### config.mk
export PLATFORM = sky130hd
export DESIGN_NAME = q15_mul_round
export DESIGN_NICKNAME = d
export VERILOG_FILES = /design/src/rtl/q15_pkg.sv /design/src/rtl/q15_product.sv /design/src/rtl/q15_align_round.sv /design/src/rtl/q15_mul_round.sv
export SDC_FILE = /design/constraint.sdc
export NUM_CORES = 1
export LEC_CHECK = 0
export ABC_AREA = 1
export BUFFER_PORTS_ARGS = -buffer_cell sky130_fd_sc_hd__buf_2
export CAP_MARGIN = 10
export CORE_MARGIN = 4
export CORE_UTILIZATION = 40
export CTS_CLUSTER_DIAMETER = 80
export DETAILED_ROUTE_END_ITERATION = 6
export PLACE_DENSITY = 0.65
export SLEW_MARGIN = 20
export SYNTH_ARGS = -nofsm -noshare
export SYNTH_HDL_FRONTEND = slang
export SYNTH_SLANG_ARGS = --single-unit
### constraint.sdc
create_clock -name clk -period 1.6 [get_ports clk]
set_input_delay 0.24 -clock clk [delete_from_list [all_inputs] [get_ports clk]]
set_output_delay 0.24 -clock clk [all_outputs]
set_load 0.03 [all_outputs]
### src/rtl/q15_pkg.sv
package q15_pkg;
  typedef enum logic {
    RND_TRUNC = 1'b0,
    RND_NEAR  = 1'b1
  } rnd_mode_e;
endpackage

### src/rtl/q15_product.sv
module q15_product #(
  parameter int W = 16,
  localparam int FRAC = W - 1,
  localparam int PW = 2 * W,
  localparam int HI_W = PW - FRAC + 1
) (
  input  logic signed [W-1:0]    op_a,
  input  logic signed [W-1:0]    op_b,
  output logic        [HI_W-1:0] prod_hi
);
  logic signed [PW-1:0] prod_full;
  logic                 unused_low;

  always_comb begin
    prod_full = op_a * op_b;
  end

  // keep the integer part plus the half-LSB weight; lower bits never matter
  assign prod_hi    = prod_full[PW-1:FRAC-1];
  assign unused_low = ^prod_full[FRAC-2:0];
endmodule

### src/rtl/q15_align_round.sv
module q15_align_round
  import q15_pkg::*;
#(
  parameter int W = 16,
  localparam int HI_W = W + 2
) (
  input  logic [HI_W-1:0] prod_hi,
  input  rnd_mode_e       mode,
  output logic [W-1:0]    res,
  output logic            ovf
);
  localparam logic signed [W+1:0] MAX_V = (W+2)'((1 << (W - 1)) - 1);
  localparam logic [W-1:0] MAX_CODE = {1'b0, {(W-1){1'b1}}};

  logic signed [W:0]   kept;
  logic                half;
  logic                inc;
  logic signed [W+1:0] sum;

  always_comb begin
    kept = prod_hi[HI_W-1:1];
    half = prod_hi[0];
    inc  = (mode == RND_NEAR) && half;
    sum  = {kept[W], kept} + {{(W+1){1'b0}}, inc};
    ovf  = sum > MAX_V;
    res  = ovf ? MAX_CODE : sum[W-1:0];
  end
endmodule

### src/rtl/q15_mul_round.sv
module q15_mul_round
  import q15_pkg::*;
#(
  parameter int W = 16
) (
  input  logic         clk,
  input  logic         rst_n,
  input  logic         in_valid,
  output logic         in_ready,
  input  logic [W-1:0] in_a,
  input  logic [W-1:0] in_b,
  input  logic         in_mode,
  output logic         out_valid,
  output logic [W-1:0] out_data,
  output logic         out_ovf
);
  localparam int HI_W = W + 2;
  localparam logic [W-1:0] MIN_CODE = {1'b1, {(W-1){1'b0}}};
  localparam logic [W-1:0] MAX_CODE = {1'b0, {(W-1){1'b1}}};

  logic            ready_q;
  logic            vld_q, vld_n;
  logic [W-1:0]    data_q, data_n;
  logic            ovf_q, ovf_n;
  logic            accept;
  logic [HI_W-1:0] prod_hi;
  logic [W-1:0]    res;
  logic            res_ovf;
  rnd_mode_e       mode;

  assign mode = rnd_mode_e'(in_mode);

  q15_product #(.W(W)) u_prod (
    .op_a    (in_a),
    .op_b    (in_b),
    .prod_hi (prod_hi)
  );

  q15_align_round #(.W(W)) u_align (
    .prod_hi (prod_hi),
    .mode    (mode),
    .res     (res),
    .ovf     (res_ovf)
  );

  assign accept = in_valid && ready_q;

  always_comb begin
    vld_n  = accept;
    data_n = data_q;
    ovf_n  = ovf_q;
    if (accept) begin
      data_n = res;
      ovf_n  = res_ovf;
    end
  end

  always_ff @(posedge clk or negedge rst_n) begin
    if (!rst_n) begin
      ready_q <= 1'b0;
      vld_q   <= 1'b0;
      data_q  <= '0;
      ovf_q   <= 1'b0;
    end else begin
      ready_q <= 1'b1;
      vld_q   <= vld_n;
      data_q  <= data_n;
      ovf_q   <= ovf_n;
    end
  end

  assign in_ready  = ready_q;
  assign out_valid = vld_q;
  assign out_data  = data_q;
  assign out_ovf   = ovf_q;

  // outputs quiet while reset is held
  always @(posedge clk) begin
    if (!rst_n) begin
      p_reset_quiet_r1: assert (!out_valid && !out_ovf && !in_ready && out_data == '0)
        else $error("reset outputs not quiet");
    end
  end

  // one-cycle latency from transfer to out_valid
  p_latency_r2: assert property (@(posedge clk) disable iff (!rst_n)
    (in_valid && in_ready) |=> out_valid);
  p_no_spurious_r2: assert property (@(posedge clk) disable iff (!rst_n)
    !(in_valid && in_ready) |=> !out_valid);

  // (-1.0) x (-1.0) saturates
  p_minmin_r5: assert property (@(posedge clk) disable iff (!rst_n)
    (in_valid && in_ready && in_a == MIN_CODE && in_b == MIN_CODE)
      |=> (out_data == MAX_CODE && out_ovf));

  // overflow flag always comes with the saturated code
  p_ovf_code_r6: assert property (@(posedge clk) disable iff (!rst_n)
    out_ovf |-> out_data == MAX_CODE);

  // result held without a transfer
  p_hold_r8: assert property (@(posedge clk) disable iff (!rst_n)
    !(in_valid && in_ready) |=> ($stable(out_data) && $stable(out_ovf)));
endmodule

After elaboration in Yosys (flattened, before gate mapping)
Cells that the tools add are included.
W data, S select, Z words.

cells by class
  add/subtract/negate cells = 1
  multipliers = 1
  $lt $le $gt $ge = 1
  mux-type cells = 1
  reductions and logical operators = 2

operators with widths
  kind                    number
  $mul A16 B16 Y32        1
  $add A17 B2 Y18         1
  $gt A18 B16 Y1 const B  1
  $mux W16                1
  $logic_and A1 B1 Y1     2

storage, ports and cells
  register bits after elaboration = 19
  input port bits = 36
  output and inout bits = 19
  word-level logic and storage cells = 10

Longest topological paths before layout
  depth after elaboration = 5
  mapped depth = 39
  gate-level depth less buffers = 37

Modules after synthesis
Synthesis repeated with hierarchy kept, for this count alone.

second synthesis, totals
  cells, all modules = 1630
  area, all modules = 11908.9 µm²

by module, submodules not included
  module           instances  cells an instance  area each (µm²)  seq. area each (µm²)
  q15_product      1          1461               10639.0          0.0
  q15_mul_round    1          78                 780.7            475.5
  q15_align_round  1          91                 489.2            0.0

Least setup slack after synthesis
OpenSTA, ideal clock, no wires.

  path type = input-to-reg
  start point = in in_b[3]
  end point = reg data_q[10] (netlist: out_data[10])
  arrival time = 6.186 ns
  setup slack = -4.708 ns
  stages = 31
  path through = clkbuf_1 -> clkbuf_1 -> nand2_1 -> inv_1 -> fa_1 -> fa_1 -> fa_1 -> fa_1 -> fa_1 -> inv_1 -> fa_1 -> inv_1 -> ha_1 -> nand2_1 -> nor2_1 -> inv_1 -> nor4_1 -> nand2_1 -> nand2_1 -> nand2_1 -> nand2_2 -> nand3_1 -> nor2_1 -> nand2_1 -> nand2_1 -> nand2_1 -> inv_2 -> nand3_2 -> nand2_4 -> buf_6 -> a21oi_2

between the ends
  longest elaborated chain between the ends = 5

ends and longest elaborated chain
  what                    RTL line               text
  start: declaration      q15_mul_round.sv:11    input logic [W-1:0] in_b,
  $mul A16 B16 Y32 *      q15_product.sv:15      prod_full = op_a * op_b;
  $logic_and A1 B1 Y1     q15_align_round.sv:23  inc = (mode == RND_NEAR) && half;
  $add A17 B2 Y18 *       q15_align_round.sv:24  sum = {kept[W], kept} + {{(W+1){1'b0}}, inc};
  $gt A18 B16 Y1          q15_align_round.sv:25  ovf = sum > MAX_V;
  $mux W16 *              q15_align_round.sv:26  res = ovf ? MAX_CODE : sum[W-1:0];
  end signal: assignment  q15_mul_round.sv:67    data_q <= data_n;
  end: declaration        q15_mul_round.sv:23    logic [W-1:0] data_q, data_n;

Mark *: on every way between the ends. The rest lies on a longest branch, timed or not.
A chain may end at the register's enable or synchronous reset.

Worst setup path in the final report
  start point = in in_b[5]
  end point = reg data_q[12] (netlist: out_data[12])

Same word-level chain as after synthesis.

==> results_tabular.tex <==
\begin{tabular}{lr}
\hline
Metric & Value \\
\hline
\multicolumn{2}{l}{\textbf{Synth}} \\
\quad Syn nets & 1,956 \\
\quad Post-synthesis cell type with the largest combined area & sky130\_fd\_sc\_hd\_\_fa\_1 \\
\quad Area share of xor/xnor cells in the synthesized design & 0.0156 \\
\quad Number of instances in the synthesized netlist & 1,578 \\
\quad Post-synthesis register bit count & 19 \\
\quad Largest family of logic cells by synthesized area & adder cells \\
\quad Cell area after technology mapping & 11,700 µm² \\
\quad Count of cell types in the netlist & 38 \\
\quad Share of synthesized area spent on multiplexers & 0 \\
\quad Top flip-flop cell by instance count after synthesis & sky130\_fd\_sc\_hd\_\_dfrtp\_1 \\
\quad Ys Warns & 0 \\
\quad Post-synth top area share & 0.445 \\
\quad Post-synth EDFFs & 0 \\
\quad Area fraction in compound gates after synthesis & 0.0351 \\
\quad Basic-gate share of the synthesized area counting and, or, nand and nor cells & 0.203 \\
\quad Mean instance size in the synthesized netlist & 7.44 µm² \\
\quad Biggest area contributors in the synthesized netlist & sky130\_fd\_sc\_hd\_\_fa\_1, sky130\_fd\_sc\_hd\_\_inv\_1, sky130\_fd\_sc\_hd\_\_nand2\_1 \\
\quad Share of flip-flops with an asynchronous set or reset after synthesis & 1.00 \\
\quad Part of the Yosys area used for sequential elements & 0.0405 \\
\quad Post-synthesis adder-cell area fraction & 0.531 \\
\multicolumn{2}{l}{\textbf{Setup path}} \\
\quad WP buf/inv & 12 \\
\quad Kind of end point of the critical path & flop \\
\quad Worst Setup Start Kind & primary input \\
\quad Data arrival time of the critical path & 6.15 ns \\
\quad Class of the most critical setup path & in2reg \\
\quad CP max FO & 7 \\
\quad Delay-heaviest family, CP & adder cells \\
\quad Stage delay of the slowest cell on the critical path & 0.54 ns \\
\quad Worst-path cell with the longest stage delay & sky130\_fd\_sc\_hd\_\_fa\_1 \\
\quad Data required time of the critical path & 1.77 ns \\
\multicolumn{2}{l}{\textbf{Detailed routing}} \\
\quad Total wirelength of the detailed-routed design & 29,900 µm \\
\quad First-pass detailed-route iteration total & 5 \\
\quad Via total after detailed routing & between 10,000 and 15,000 \\
\quad Residual DRC count & 0 \\
\quad Post-route ant nets & 0 \\
\quad DRC marker count from the first detailed-route iteration & around 480 \\
\quad Detail-routed via count per cell & about 4.6 \\
\quad Drt wl/cell & approximately 14 µm \\
\multicolumn{2}{l}{\textbf{Final layout}} \\
\quad Filler cells & around 2,700 \\
\quad Combined area of the multi-input logic cells & about 10000 µm² \\
\quad Fraction of final layout cells with drive strength greater than 1 & 0.262 \\
\quad Area grow syn2layout & 28.5\% \\
\quad ANT cells & 0 \\
\quad Number of nets in the layout & 2,174 \\
\quad Area occupied by registers & 475 µm² \\
\multicolumn{2}{l}{\textbf{Global routing}} \\
\quad Number of antenna violations at the first check in global routing & 0 \\
\quad Pin count of the biggest net entering global routing & 20 \\
\quad Number of global-route vias before repair & 10,800 \\
\quad Overflow left after global routing & 0 \\
\quad Wire length of the first global-routing pass & 50,700 µm \\
\quad Global-route total usage across every layer & 0.194 \\
\multicolumn{2}{l}{\textbf{Floorplanning}} \\
\quad Floorplan die area & 32,200 µm² \\
\quad Floorplan Core Area & 28,900 µm² \\
\quad Horizontal die dimension & 179 µm \\
\quad Starting utilization of the core area & 0.407 \\
\quad Row cnt & 62 \\
\quad Die span in y & about 180 µm \\
\quad Total I/O pin count & 55 \\
\multicolumn{2}{l}{\textbf{Clocking}} \\
\quad CTS tree & built \\
\quad Num CTS Buffers & 3 \\
\quad CTS sink count & 19 \\
\quad Insertion delay of the later-clocked pin in the worst-skew pair & 0.25 ns \\
\quad CTS H-tree depth & 1 \\
\quad Maximum buffer depth of the clock tree & 2 \\
\quad Clk slew on worst S/H paths & 0.05 ns \\
\quad Clock root buffer & sky130\_fd\_sc\_hd\_\_clkbuf\_16 \\
\multicolumn{2}{l}{\textbf{Timing}} \\
\quad Minimum clock period after layout & 5.98 ns \\
\quad Period utilization & 3.74 \\
\quad Setup skew after layout & 0.00150 ns \\
\quad Final setup violating endpoints & 17 \\
\quad Post-route setup slack & -4.38 ns \\
\quad RSZ-0062 raised after global routing & yes \\
\quad Sum Neg Setup Slack & -73.80 ns \\
\quad Pins over their slew limit & 0 \\
\quad Worst hold margin & 0.464 ns \\
\quad Number of failing hold endpoints at the final stage & 0 \\
\quad Max Clock Freq & 167 MHz \\
\multicolumn{2}{l}{\textbf{Job}} \\
\quad Max-cap check violation count & 0 \\
\multicolumn{2}{l}{\textbf{Placement}} \\
\quad Placer's final routability congestion estimate & 0.878 \\
\quad DPL Wire Length & 25,600 µm \\
\quad Port bufs & 54 \\
\multicolumn{2}{l}{\textbf{Status}} \\
\quad Status & finished with violations \\
\quad Violated checks & setup timing \\
\multicolumn{2}{l}{\textbf{Worst hold path}} \\
\quad Worst Hold Class & reg2reg \\
\hline
\end{tabular}
[placed cells by master (no fill, tap or decap), types with 4 or more instances in the layout]
cell                      netlist  routed
sky130_fd_sc_hd__o21ai_2        0       5
sky130_fd_sc_hd__nor3_2         0       5
sky130_fd_sc_hd__nand2_2        8      33
sky130_fd_sc_hd__buf_8          0       5
sky130_fd_sc_hd__or2_2          7       5
sky130_fd_sc_hd__fa_1         261     247
sky130_fd_sc_hd__ha_1          81      59
sky130_fd_sc_hd__nor2_1        79      61
sky130_fd_sc_hd__xor2_1        13      11
sky130_fd_sc_hd__nand2_4        1      12
sky130_fd_sc_hd__nand3_1       30      24
sky130_fd_sc_hd__nor2_2         3      14
sky130_fd_sc_hd__a21oi_1       35      19
sky130_fd_sc_hd__buf_12         0      13
sky130_fd_sc_hd__nor2_4         4      11
sky130_fd_sc_hd__a21oi_2       10      23
sky130_fd_sc_hd__buf_6          1      23
sky130_fd_sc_hd__nand3_2        3       8
sky130_fd_sc_hd__nand4_1        8       8
sky130_fd_sc_hd__dfrtp_1       19      19
sky130_fd_sc_hd__ha_4           0      20
sky130_fd_sc_hd__buf_2          2      31
sky130_fd_sc_hd__fa_2           0      14
sky130_fd_sc_hd__xnor2_1        6       6
sky130_fd_sc_hd__inv_1        484     456
sky130_fd_sc_hd__o21ai_0       11       4
sky130_fd_sc_hd__buf_4          0     197
sky130_fd_sc_hd__inv_2          1      28
sky130_fd_sc_hd__nand2_1      431     395
[cell usage after synthesis, types with 4 or more instances]
| cell | n |
|---|---|
| sky130_fd_sc_hd__fa_1 | 261 |
| sky130_fd_sc_hd__nor3_1 | 5 |
| sky130_fd_sc_hd__xnor2_1 | 6 |
| sky130_fd_sc_hd__o21ai_0 | 11 |
| sky130_fd_sc_hd__nand4_1 | 8 |
| sky130_fd_sc_hd__nor2_4 | 4 |
| sky130_fd_sc_hd__clkbuf_1 | 54 |
| sky130_fd_sc_hd__inv_1 | 484 |
| sky130_fd_sc_hd__a21oi_1 | 35 |
| sky130_fd_sc_hd__nand2_2 | 8 |
| sky130_fd_sc_hd__dfrtp_1 | 19 |
| sky130_fd_sc_hd__nand2_1 | 431 |
| sky130_fd_sc_hd__nand3_1 | 30 |
| sky130_fd_sc_hd__o21bai_1 | 5 |
| sky130_fd_sc_hd__xor2_1 | 13 |
| sky130_fd_sc_hd__ha_1 | 81 |
| sky130_fd_sc_hd__nor2_1 | 79 |
| sky130_fd_sc_hd__a21oi_2 | 10 |
| sky130_fd_sc_hd__or2_2 | 7 |
[area by class of cell]
type	count	area share
flip-flops and latches	19	0.0315
inverters	486	0.121
multi-input cells	1016	0.662
clock buffers	4	0.00523
well taps	384	0.0318
repair buffers	270	0.148
[kinds of logic after synthesis]
kind of cell             after synthesis
AND/OR/NAND/NOR                      584
buffers and inverters                544
adder cells (fa/ha/maj)              342
AO/OA/AOI/OAI                         68
XOR/XNOR                              20
flip-flops                            19
other                                  1
[final timing paths]
kind,start,end,slack [ns],depth (start not counted)
max in group asynchronous,rst_n,out_data[8],0.81,2
min in group asynchronous,rst_n,out_valid,0.49,2
min,out_data[4],out_data[4],0.46,2
min reg2reg,out_data[4],out_data[4],0.46,2
max reg2reg,in_ready,out_data[11],0.29,4
max,in_b[5],out_data[12],-4.38,35
[per-layer routing]
metal  vias to the layer above  GRT usage  part of all wire
met5                         -          0                 0
met4                         0     0.0305             0.015
met3                        28     0.0101             0.037
met2                       196      0.368              0.54
met1                      4994      0.248              0.41
li1                       4857          -                 -
[timing repair]
action / 4_1_cts / 5_1_grt
endpoints found under the hold margin: 19 / 0
gates cloned: 1 / 0
hold buffers: 1 / 0
setup buffers: 25 / 13
resized for setup: 145 / 97
endpoints found under the setup margin: 17 / 17
pin swaps: 60 / 66
[per-stage QoR]
step	util	cell area [µm²]	setup WS, ns	cells
floorplan	-	12100	-4.28	1578
global placement	0.479	13800	-4.83	2135
detailed placement	0.479	13800	-4.91	2135
CTS	0.506	14600	-4.32	2166
global route	0.523	15100	-4.62	2179
finish	0.523	15100	-4.38	2179
[tightest hold or removal path, cell delays in order, from the launching register on]
cell and delay [ns]:
sky130_fd_sc_hd__dfrtp_1 0.34, sky130_fd_sc_hd__nand2_1 0.05, sky130_fd_sc_hd__nand2_1 0.04
[registers in the layout (all words and copies together), names as in the netlist]
name	count
out_data	16
in_ready	1
out_valid	1
out_ovf	1
Power is left out: the tool's default activity adds up to more than one toggle a clock period on the data nets, which glitch-free logic cannot reach.
